`config.mk`:
```
export PLATFORM = sky130hd
export DESIGN_NAME = selective_trigger_scan
export DESIGN_NICKNAME = d
export VERILOG_FILES = /design/src/rtl/sts_pkg.sv /design/src/rtl/sts_mode_ctrl.sv /design/src/rtl/sts_trig_chain.sv /design/src/rtl/sts_data_bank.sv /design/src/rtl/sts_trig_encoder.sv /design/src/rtl/selective_trigger_scan.sv
export SDC_FILE = /design/constraint.sdc
export NUM_CORES = 1
export LEC_CHECK = 0
export ABC_AREA = 1
export ABC_CLOCK_PERIOD_IN_PS = 5100
export BUFFER_PORTS_ARGS = -buffer_cell sky130_fd_sc_hd__buf_2
export CAP_MARGIN = 20
export CORE_UTILIZATION = 50
export DETAILED_ROUTE_END_ITERATION = 12
export GPL_ROUTABILITY_DRIVEN = 0
export GPL_TIMING_DRIVEN = 0
export PLACE_DENSITY = 0.89
export SLEW_MARGIN = 20
export SYNTH_ARGS = -nofsm -noshare
export SYNTH_HDL_FRONTEND = slang
export SYNTH_SLANG_ARGS = --single-unit
export TNS_END_PERCENT = 5
```
`constraint.sdc`:
```
create_clock -name clk -period 5.1 [get_ports clk]
set_input_delay 1.02 -clock clk [delete_from_list [all_inputs] [get_ports clk]]
set_output_delay 1.02 -clock clk [all_outputs]
set_load 0.005 [all_outputs]
```
`src/rtl/sts_pkg.sv`:
```
package sts_pkg;

    typedef enum logic [1:0] {
        MODE_HOLD    = 2'b00,
        MODE_SHIFT   = 2'b01,
        MODE_TRIGGER = 2'b10,
        MODE_NORMAL  = 2'b11
    } scan_mode_e;

    typedef struct packed {
        logic shift_en;   // trigger chain advances
        logic cell_en;    // gate combined with each neighbour comparison
        logic sel_func;   // data bit takes functional input instead of its inverse
    } scan_ctrl_t;

    function automatic scan_ctrl_t decode_mode(input scan_mode_e m, input logic fen);
        scan_ctrl_t c;
        c = '0;
        unique case (m)
            MODE_SHIFT:   c.shift_en = 1'b1;
            MODE_TRIGGER: c.cell_en  = 1'b1;
            MODE_NORMAL: begin
                c.cell_en  = fen;
                c.sel_func = 1'b1;
            end
            default: c = '0;
        endcase
        return c;
    endfunction

endpackage

```
`src/rtl/sts_mode_ctrl.sv`:
```
module sts_mode_ctrl
    import sts_pkg::*;
(
    input  logic [1:0]  mode,
    input  logic        func_en,
    output scan_ctrl_t  ctrl
);
    scan_mode_e m;
    assign m    = scan_mode_e'(mode);
    assign ctrl = decode_mode(m, func_en);
endmodule

```
`src/rtl/sts_trig_chain.sv`:
```
module sts_trig_chain #(
    parameter int N = 16
) (
    input  logic         clk,
    input  logic         rst,
    input  logic         shift_en,
    input  logic         scan_in,
    output logic [N-1:0] tr_q,
    output logic [N-1:0] fire,
    output logic         scan_out
);
    logic [N-1:0] tr_r;

    always_ff @(posedge clk) begin
        if (rst)
            tr_r <= '0;
        else if (shift_en)
            tr_r <= {tr_r[N-2:0], scan_in};
    end

    // each cell compares its trigger bit with the cell to its left
    generate
        for (genvar i = 0; i < N; i++) begin : g_cmp
            if (i == 0) begin : g_edge
                assign fire[i] = tr_r[i] ^ 1'b0;
            end else begin : g_inner
                assign fire[i] = tr_r[i] ^ tr_r[i-1];
            end
        end
    endgenerate

    assign tr_q     = tr_r;
    assign scan_out = tr_r[N-1];
endmodule

```
`src/rtl/sts_data_bank.sv`:
```
module sts_data_bank #(
    parameter int N = 16
) (
    input  logic         clk,
    input  logic         rst,
    input  logic [N-1:0] fire,
    input  logic         cell_en,
    input  logic         sel_func,
    input  logic [N-1:0] func_d,
    output logic [N-1:0] dr_q
);
    logic [N-1:0] dr_r;
    logic [N-1:0] upd;
    logic [N-1:0] nxt;

    generate
        for (genvar i = 0; i < N; i++) begin : g_cell
            assign upd[i] = fire[i] & cell_en;
            assign nxt[i] = sel_func ? func_d[i] : ~dr_r[i];
        end
    endgenerate

    always_ff @(posedge clk) begin
        if (rst) begin
            dr_r <= '0;
        end else begin
            for (int i = 0; i < N; i++) begin
                if (upd[i])
                    dr_r[i] <= nxt[i];
            end
        end
    end

    assign dr_q = dr_r;
endmodule

```
`src/rtl/sts_trig_encoder.sv`:
```
module sts_trig_encoder #(
    parameter int N = 16
) (
    input  logic [N-1:0] prev_vec,
    input  logic [N-1:0] next_vec,
    output logic [N-1:0] trig
);
    logic [N-1:0] diff;
    assign diff = prev_vec ^ next_vec;

    // running parity of the difference, starting at cell 0
    always_comb begin
        logic acc;
        acc  = 1'b0;
        trig = '0;
        for (int i = 0; i < N; i++) begin
            acc     = acc ^ diff[i];
            trig[i] = acc;
        end
    end
endmodule

```
`src/rtl/selective_trigger_scan.sv`:
```
module selective_trigger_scan
    import sts_pkg::*;
#(
    parameter int N = 16
) (
    input  logic         clk,
    input  logic         rst,
    input  logic [1:0]   mode,
    input  logic         scan_in,
    input  logic         func_en,
    input  logic [N-1:0] func_d,
    output logic [N-1:0] dr_q,
    output logic         scan_out,
    input  logic [N-1:0] enc_prev,
    input  logic [N-1:0] enc_next,
    output logic [N-1:0] enc_trig
);
    scan_ctrl_t   ctrl;
    logic [N-1:0] tr_q;
    logic [N-1:0] fire;

    sts_mode_ctrl u_ctrl (
        .mode    (mode),
        .func_en (func_en),
        .ctrl    (ctrl)
    );

    sts_trig_chain #(.N(N)) u_chain (
        .clk      (clk),
        .rst      (rst),
        .shift_en (ctrl.shift_en),
        .scan_in  (scan_in),
        .tr_q     (tr_q),
        .fire     (fire),
        .scan_out (scan_out)
    );

    sts_data_bank #(.N(N)) u_bank (
        .clk      (clk),
        .rst      (rst),
        .fire     (fire),
        .cell_en  (ctrl.cell_en),
        .sel_func (ctrl.sel_func),
        .func_d   (func_d),
        .dr_q     (dr_q)
    );

    sts_trig_encoder #(.N(N)) u_enc (
        .prev_vec (enc_prev),
        .next_vec (enc_next),
        .trig     (enc_trig)
    );
endmodule

```
# Word-level counts from Yosys, hierarchy flattened

Index checks and enable logic that the tools add are counted.

Output and inout bits: 33
Logic and storage cells: 102
Input bits: 54
Flip-flop bits (word level): 32

Equality and inequality tests: 3
Muxes and demuxes: 19
Bitwise operators: 63

Operators by type and width:

| cell                                          | count |
|---|---|
| bitwise XOR 1 bit                             | 30 |
| 2-to-1 mux 1 bit                              | 18 |
| bitwise AND 1 bit                             | 16 |
| NOT 1 bit                                     | 16 |
| bitwise XOR 16 bit                            | 1 |
| == test 2 bit, second input constant          | 2 |
| == test 2 x 1 -> 1 bit, second input constant | 1 |
| one-hot mux 1 bit (2 select lines)            | 1 |

# Depth between registers and ports, before layout

Gate-level depths: netlist (run 1).

Depth after elaboration: 16
Mapped depth: 26

# Cells and area by module

A second synthesis (run 1) with hierarchy kept.

Cells, all modules: 381
Area total of the unflattened synthesis: 2643.8 um^2

Modules (own cells, without submodules):

| module           | cells each | instances | area each (um^2) | seq. area each (um^2) |
|---|---|---|---|---|
| sts_data_bank    | 150        | 1         | 984.7            | 320.3 |
| sts_trig_encoder | 106        | 1         | 819.5            | 0.0 |
| sts_trig_chain   | 118        | 1         | 812.0            | 320.3 |
| sts_mode_ctrl    | 7          | 1         | 27.5             | 0.0 |

# Least setup slack after synthesis (run 1)

Ideal clock, no wire load.

Path type: input port to output port
Start point: in enc_next[0]
End point: out enc_trig[15]
Path buffers: 0
Required time: 4080 ps
Path slack: 1176 ps
Data arrival time: 2904 ps
Stages: 25
Path through: inv_1 > nand2_1 > nand2_2 > nand2_1 > nand3_2 > nand2_2 > nand2_2 > nand3_2 > nand3_1 > nand3_2 > nand2_2 > nand2_2 > nand2_2 > nand2_2 > nand3_2 > nand2_2 > nand2_1 > nand3_2 > nand2_2 > nand2_1 > nand3_2 > nand2_2 > nand2_1 > nand3_1 > nand2_1

Cells in the longest elaborated chain, start to end: 16

RTL lines:

| what                            | RTL line                     | RTL |
|---|---|---|
| from (decl)                     | selective_trigger_scan.sv:15 | `input logic [N-1:0] enc_next,` |
| bitwise XOR 16 bit              | sts_trig_encoder.sv:9        | `assign diff = prev_vec ^ next_vec;` |
| net enc_trig[0]                 | selective_trigger_scan.sv:16 | `output logic [N-1:0] enc_trig` |
| bitwise XOR 1 bit (2 in series) | sts_trig_encoder.sv:17       | `acc = acc ^ diff[i];` |
| net enc_trig[2]                 | selective_trigger_scan.sv:16 |  |
| bitwise XOR 1 bit (4 in series) | sts_trig_encoder.sv:17       |  |
| net enc_trig[6]                 | selective_trigger_scan.sv:16 |  |
| bitwise XOR 1 bit               | sts_trig_encoder.sv:17       |  |
| net enc_trig[7]                 | selective_trigger_scan.sv:16 |  |
| bitwise XOR 1 bit (2 in series) | sts_trig_encoder.sv:17       |  |
| net enc_trig[9]                 | selective_trigger_scan.sv:16 |  |
| bitwise XOR 1 bit (2 in series) | sts_trig_encoder.sv:17       |  |
| net enc_trig[11]                | selective_trigger_scan.sv:16 |  |
| bitwise XOR 1 bit (2 in series) | sts_trig_encoder.sv:17       |  |
| net enc_trig[13]                | selective_trigger_scan.sv:16 |  |
| bitwise XOR 1 bit (2 in series) | sts_trig_encoder.sv:17       |  |
| to (decl)                       | selective_trigger_scan.sv:16 |  |

The timed path passes the listed nets, and every way through them passes these cells.

# Final worst setup path (run 1)

Start point: in enc_next[1]
End point: out enc_trig[15]

Cells in the longest elaborated chain, start to end: 16

RTL lines:

| what                             | RTL line |
|---|---|
| bitwise XOR 16 bit               | sts_trig_encoder.sv:9 |
| bitwise XOR 1 bit (15 in series) | sts_trig_encoder.sv:17 |

Every way passes these cells.

==> results of run 1 <==
registers in the layout, indices dropped and copies added (netlist names):
register      count
u_bank.dr_q      16
u_chain.tr_q     16
per-layer routing:
layer | part of all wire (%) | track usage, % | routed length [µm] | vias up
met1 | 44 | 27.59 | 2198 | 1034
li1 | - | - | - | 1201
met2 | 50 | 41.84 | 2506 | 72
met4 | 0.16 | 5.851 | 8 | 0
met3 | 6.5 | 7.534 | 327 | 2
met5 | 0 | 0 | 0 | -
where the power goes:
| group | switching (W) | total, W | internal, W | leakage, nW |
|---|---|---|---|---|
| Combinational | 0.000140 | 0.000243 | 0.000102 | 0.962 |
| Sequential | 0.0000127 | 0.000278 | 0.000266 | 0.262 |
| Clock | 0.0000890 | 0.000199 | 0.000110 | 0.0455 |
| Total | 0.000242 | 0.000720 | 0.000478 | 1.27 |
worst paths after layout:
kind / startpoint / end / depth (start not counted)
setup / recovery: enc_next[1] / enc_trig[15] / 26
hold / removal: u_bank.dr_q[4] / u_bank.dr_q[4] / 2
setup reg to reg: u_chain.tr_q[14] / u_bank.dr_q[15] / 5
hold reg to reg: u_bank.dr_q[4] / u_bank.dr_q[4] / 2
cell usage in the layout (no fill, tap or decap):
| cell | netlist | routed |
|---|---|---|
| nand2_2 | 15 | 15 |
| a21oi_1 | 17 | 17 |
| o211ai_1 | 1 | 1 |
| nor2_1 | 32 | 32 |
| xnor2_2 | 2 | 2 |
| o21ai_1 | 1 | 1 |
| or2_2 | 1 | 1 |
| clkbuf_1 | 10 | 12 |
| xor2_1 | 8 | 8 |
| o21ai_0 | 17 | 17 |
| dfxtp_1 | 32 | 32 |
| xnor2_1 | 4 | 4 |
| nand2_1 | 75 | 75 |
| clkbuf_8 | 0 | 6 |
| a211oi_1 | 30 | 30 |
| nand2_4 | 1 | 1 |
| inv_1 | 34 | 34 |
| buf_2 | 0 | 86 |
| nand3_2 | 11 | 11 |
| nand3_4 | 1 | 1 |
| nand3_1 | 17 | 17 |
logic make-up (layout without fill, tap and decap cells):
kind of cell,count (synthesis),after routing,synth area share (%)
xor+xnor,14,14,6.626
compound gates,66,66,19.64
simple gates,153,153,34.94
flops,32,32,30.84
buf+inv,44,138,7.952
area by class of cell:
type	count	area, µm²	share of cell area (%)
clock buffer	8	90.09	3.387
multi-input combinational	233	1271	47.79
tap	50	62.56	2.352
sequential	32	640.6	24.08
inverter	34	127.6	4.798
buffer	10	37.54	1.411
timing repair buffer	86	430.4	16.18
through the flow:
stage                     power [W]  area [µm²]
after global placement    0.0005153        2570
after floorplan           0.0004391        2077
after global routing      0.0007713        2660
final                     0.0007197        2660
after detailed placement  0.0005252        2570
after CTS                 0.0007228        2660
worst max-delay path, cell delays in order:
cell and delay (ps):
buf_2 110, inv_1 60, nand2_1 50, nand2_1 70, nand2_1 90, nand3_2 110
nand2_2 80, nand2_2 60, nand3_2 100, nand2_4 100, nand2_1 60, nand3_2 80
nand3_1 140, nand3_1 160, nand3_2 120, nand2_2 110, nand2_2 80, nand3_2 110
nand2_2 60, nand2_1 90, nand3_2 90, nand2_2 80, nand2_1 70, nand3_1 60
nand2_1 40, buf_2 120
==> summary.md, run 1 <==
| Metric | Value |
|---|---|
| Net count after synthesis | `363` |
| Hold WS | `505.1 ps` |
| Final TNS setup | `0 ps` |
| Critical Path End Type | `output port` |
| Post-CTS Hold Buffers | `0` |
| Period utilization | `between 80% and 90%` |
| CP Data Arrival Time | `between 3000 and 4000 ps` |
| Cells after Synth | `309` |
| Largest net degree at the start of global routing | `11` |
| Buffers on Ports | `86` |
| Dpl cells | `445` |
| Crit path max fanout | `3` |
| Max Freq | `230.4 MHz` |
| Share of cells above drive strength 1 | `30.52%` |
| Post-synthesis async set-or-reset flop share | `0%` |
| Synth warn | `0` |
| Final wirelength | `5040 µm` |
| DRC errors left | `0` |
| Clock transition at path regs | `60 ps` |
| Diode count | `0` |
| Synth cell count leaders | `nand2_1, inv_1, dfxtp_1, nor2_1, a211oi_1` |
| DIE AREA | `roughly 0.0044 mm²` |
| Initial Util | `approximately half` |
| First-pass GRT wire length | `about 8000 µm` |
| Post-synth top area share | `30.84%` |
| Slew Viols, Final | `0` |
| Layout area overhead | `28.07%` |
| Final cell count without fillers | `453` |
| Fill count | `361` |
| H-tree depth | `2` |
| Worst R2R Setup Slack | `roughly 4000 ps` |
| Core ar. | `0.004000 mm²` |
| Grt ovf | `0` |
| DIE WIDTH | `66.45 µm` |
| Deepest clock path buffer count | `2` |
| Wire per inst | `11.13 µm` |
| Placed wire-length estimate | `3835 µm` |
| Worst Max-Slew Pin Slew | `582.3 ps` |
| Root Driver | `clkbuf_8` |
| Crit Path Class | `in -> out` |
| Initial antenna violation count | `0` |
| # clock sinks | `32` |
| CTS tree | `built` |
| Final worst slack | `between 700 and 800 ps` |
| EDFF count, synth | `0` |
| #FFs+latches synth | `32` |
| Path category of the worst min-delay check | `reg -> reg` |
| Final core occ | `66.50%` |
| Resized Gates After CTS | `0` |
| Vias in the first global route | `2019` |
| ANT nets after route | `0` |
| I/O pin cnt | `87` |
| RSZ-0062 raised after global routing | `false` |
| Power Dens Cells | `270.6 mW/mm²` |
| DR vias | `about 2300` |
| Crit path time final | `around 4300 ps` |
| TritonCTS buffer count | `5` |
| Slew headroom | `60.92%` |
| Synth area leaders | `dfxtp_1, nand2_1, a211oi_1, inv_1, nor2_1` |
| Critical path launch point type | `input pin` |
| Mapped cell area | `0.002077 mm²` |
| VDD IR-drop max | `176.3 µV` |
| Final Setup Violations | `0` |
| Row count | `23` |
| Worst Skew | `4.547 ps` |
| Synth cell types | `19` |
| Post-CTS setup buffers | `0` |
| Place WS | `771.9 ps` |
| Leak | `1.270 nW` |
| All-layer global routing usage | `23.73%` |
| 1st-iter DRT viols | `101` |
| Via/cell ratio | `5.097` |
| Avg Inst Size Synth | `a little under 7 µm²` |
| Post-synthesis sequential area ratio | `30.84%` |
| Worst skew pair latency | `approximately 280 ps` |
| Hold Fails Final Rpt | `0` |
| Leading area contributor after synthesis | `dfxtp_1` |
| Count leader, synth | `nand2_1` |
| Max Cap Violations | `0` |
| Drt first pass iters | `4` |
| Status | `completed` |
| CP required | `4080 ps` |
| Die Span Y | `66.45 µm` |
| Nets | `between 400 and 500` |
| Post-synth top flop | `dfxtp_1` |
(Power assumes the default switching activity.)
==> run 2, diff against run 1 <==
Settings changed: CORE_ASPECT_RATIO from default to 1.25, RECOVER_POWER from default to 25, SETUP_SLACK_MARGIN from default to 0.02.
==> run 2 against run 1 <==
Maximum frequency increased by 0.46%. Global-route usage decreased by 0.30 points. Die area about the same. Cell count increased by 0.88%. Clock skew decreased by 3.3 ps. First-iteration DRC count decreased by 13%. Final area about the same. Setup slack improved by 20 ps. Via count increased by 0.17%. Combinational power about the same. Sequential power about the same. Power about the same. Largest cell class unchanged. Largest power group unchanged.
==> summary.md, run 2 (synthesized netlist as in run 1, its figures left out) <==
| Metric | Value |
|---|---|
| Worst Skew | `1.291 ps` |
| Period utilization | `84.71%` |
| Crit path time final | `4320 ps` |
| Initial Util | `53.55%` |
| Fill count | `approximately 360` |
| Die Span Y | `about 74 µm` |
| Final Setup Violations | `0` |
| GR Util met2 | `43.95%` |
| Dpl cells | `449` |
| Via/cell ratio | `slightly above 5` |
| Post-CTS Hold Buffers | `0` |
| Worst R2R Setup Slack | `3930 ps` |
| First-pass GRT wire length | `7955 µm` |
| ANT nets after route | `0` |
| Global-route met3 utilization | `6.261%` |
| Area after DPL | `0.002575 mm²` |
| Top Usage Layer GRT | `met2` |
| DRC errors left | `0` |
| Commonest cells after routing, fill and taps aside | `buf_2, nand2_1, inv_1, nor2_1, dfxtp_1` |
| Max Freq | `between 200 and 250 MHz` |
| Crit Path Class | `in -> out` |
| Commonest non-fill, non-tap cell in the layout | `buf_2` |
| Hold Fails Final Rpt | `0` |
| Root Driver | `clkbuf_8` |
| Final TNS setup | `0 ps` |
| Post-CTS setup buffers | `0` |
| Core ar. | `slightly below 0.004 mm²` |
| CP required | `slightly above 4000 ps` |
| Placed wire-length estimate | `3936 µm` |
| Clock transition at path regs | `60 ps` |
| Slowest-stage cell, CP | `nand3_1` |
| Slew Viols, Final | `0` |
| Nets | `456` |
| Critical Path Most Common Cell | `nand2_1` |
| Wire per inst | `10.89 µm` |
| Final core occ | `between 60 and 70%` |
| Path category of the worst min-delay check | `reg -> reg` |
| I/O pin cnt | `87` |
| 1st-iter DRT viols | `88` |
| Status | `completed` |
| Crit path cell chain | `buf_2 > inv_1 > nand2_1 > nand2_1 > nand2_1 > nand3_2 > nand3_1 > nand3_4 > nand3_1 > nand3_2 > nand3_1 > nand3_1 > nand3_2 > nand2_2 > nand2_1 > nand3_2 > nand2_2 > nand2_1 > nand3_2 > nand2_2 > nand2_1 > nand3_1 > nand2_1 > buf_2` |
| Resized Gates After CTS | `0` |
| Final wirelength | `4977 µm` |
| DR vias | `2313` |
| All-layer global routing usage | `23.43%` |
| Power Dens Cells | `roughly 270 mW/mm²` |
| Layout area overhead | `27.95%` |
| VDD IR-drop max | `approximately 150 µV` |
| Max Cap Violations | `0` |
| Worst skew pair latency | `290 ps` |
| Drt first pass iters | `4` |
| WP buf/inv | `3` |
| Worst Max-Slew Pin Slew | `573.6 ps` |
| Final cell count without fillers | `457` |
| Share of cells above drive strength 1 | `29.03%` |
| Peak per-stage delay on the critical path | `160 ps` |
| Initial antenna violation count | `0` |
| H-tree depth | `2` |
| Crit path max-delay family | `simple AND/OR/NAND/NOR gates` |
| CTS tree | `built` |
| Critical Path End Type | `output port` |
| TritonCTS buffer count | `5` |
| DIE WIDTH | `around 60 µm` |
| RSZ-0062 raised after global routing | `false` |
| CP Data Arrival Time | `3300 ps` |
| Critical path launch point type | `input pin` |
| # clock sinks | `32` |
| Fin area | `0.002658 mm²` |
| Vias in the first global route | `2018` |
| Deepest clock path buffer count | `2` |
| Grt ovf | `0` |
| Crit path max fanout | `3` |
| Diode count | `0` |
| Largest net degree at the start of global routing | `11` |
| DIE AREA | `0.004417 mm²` |
| GR Util met1 | `24.27%` |
| Leak | `1.245 nW` |
| Slew headroom | `about three fifths` |
| Row count | `25` |
| Buffers on Ports | `86` |
-- run 2: power by group --
part           internal (W)  switching, W
registers          0.000266     0.0000128
logic              0.000102      0.000139
clock network      0.000110     0.0000904
-- run 2: per-layer routing --
layer,routed length (µm),up-vias
li1,-,1201
met1,2003,1023
met2,2529,78
met3,354,11
met4,89,0
met5,0,-
-- run 2: area by class of cell --
cell class                 count  area [µm²]  share of cell area (%)
inverter                      34       127.6                   4.802
timing repair buffer          86       422.9                   15.91
buffer                        10       37.54                   1.412
multi-input combinational    233        1271                   47.83
sequential                    32       640.6                   24.11
clock buffer                   8       90.09                   3.390
tap                           54       67.56                   2.542
-- run 2: tightest hold or removal path, cell delays in order (launching register included) --
cell      delay, ps
dfxtp_1         320
nor2_1          100
a211oi_1         40
-- run 2: path summary, 6_finish.rpt --
kind / startpoint / endpoint / cells past startpoint
worst min register to register: u_bank.dr_q[4] / u_bank.dr_q[4] / 2
worst max register to register: u_chain.tr_q[14] / u_bank.dr_q[15] / 5
worst max-delay path: enc_next[1] / enc_trig[15] / 24
worst min-delay path: u_bank.dr_q[4] / u_bank.dr_q[4] / 2
-- run 2: through the flow --
step	hold slack, ps	total power (W)	setup slack [ps]
after floorplan	462.5	0.0004391	1176
after global placement	480.6	0.0005147	905.1
after detailed placement	496.9	0.0005255	761.4
after CTS	501.2	0.0007239	756.3
after global routing	523.2	0.0007668	495.3
final	501.3	0.0007193	779.9
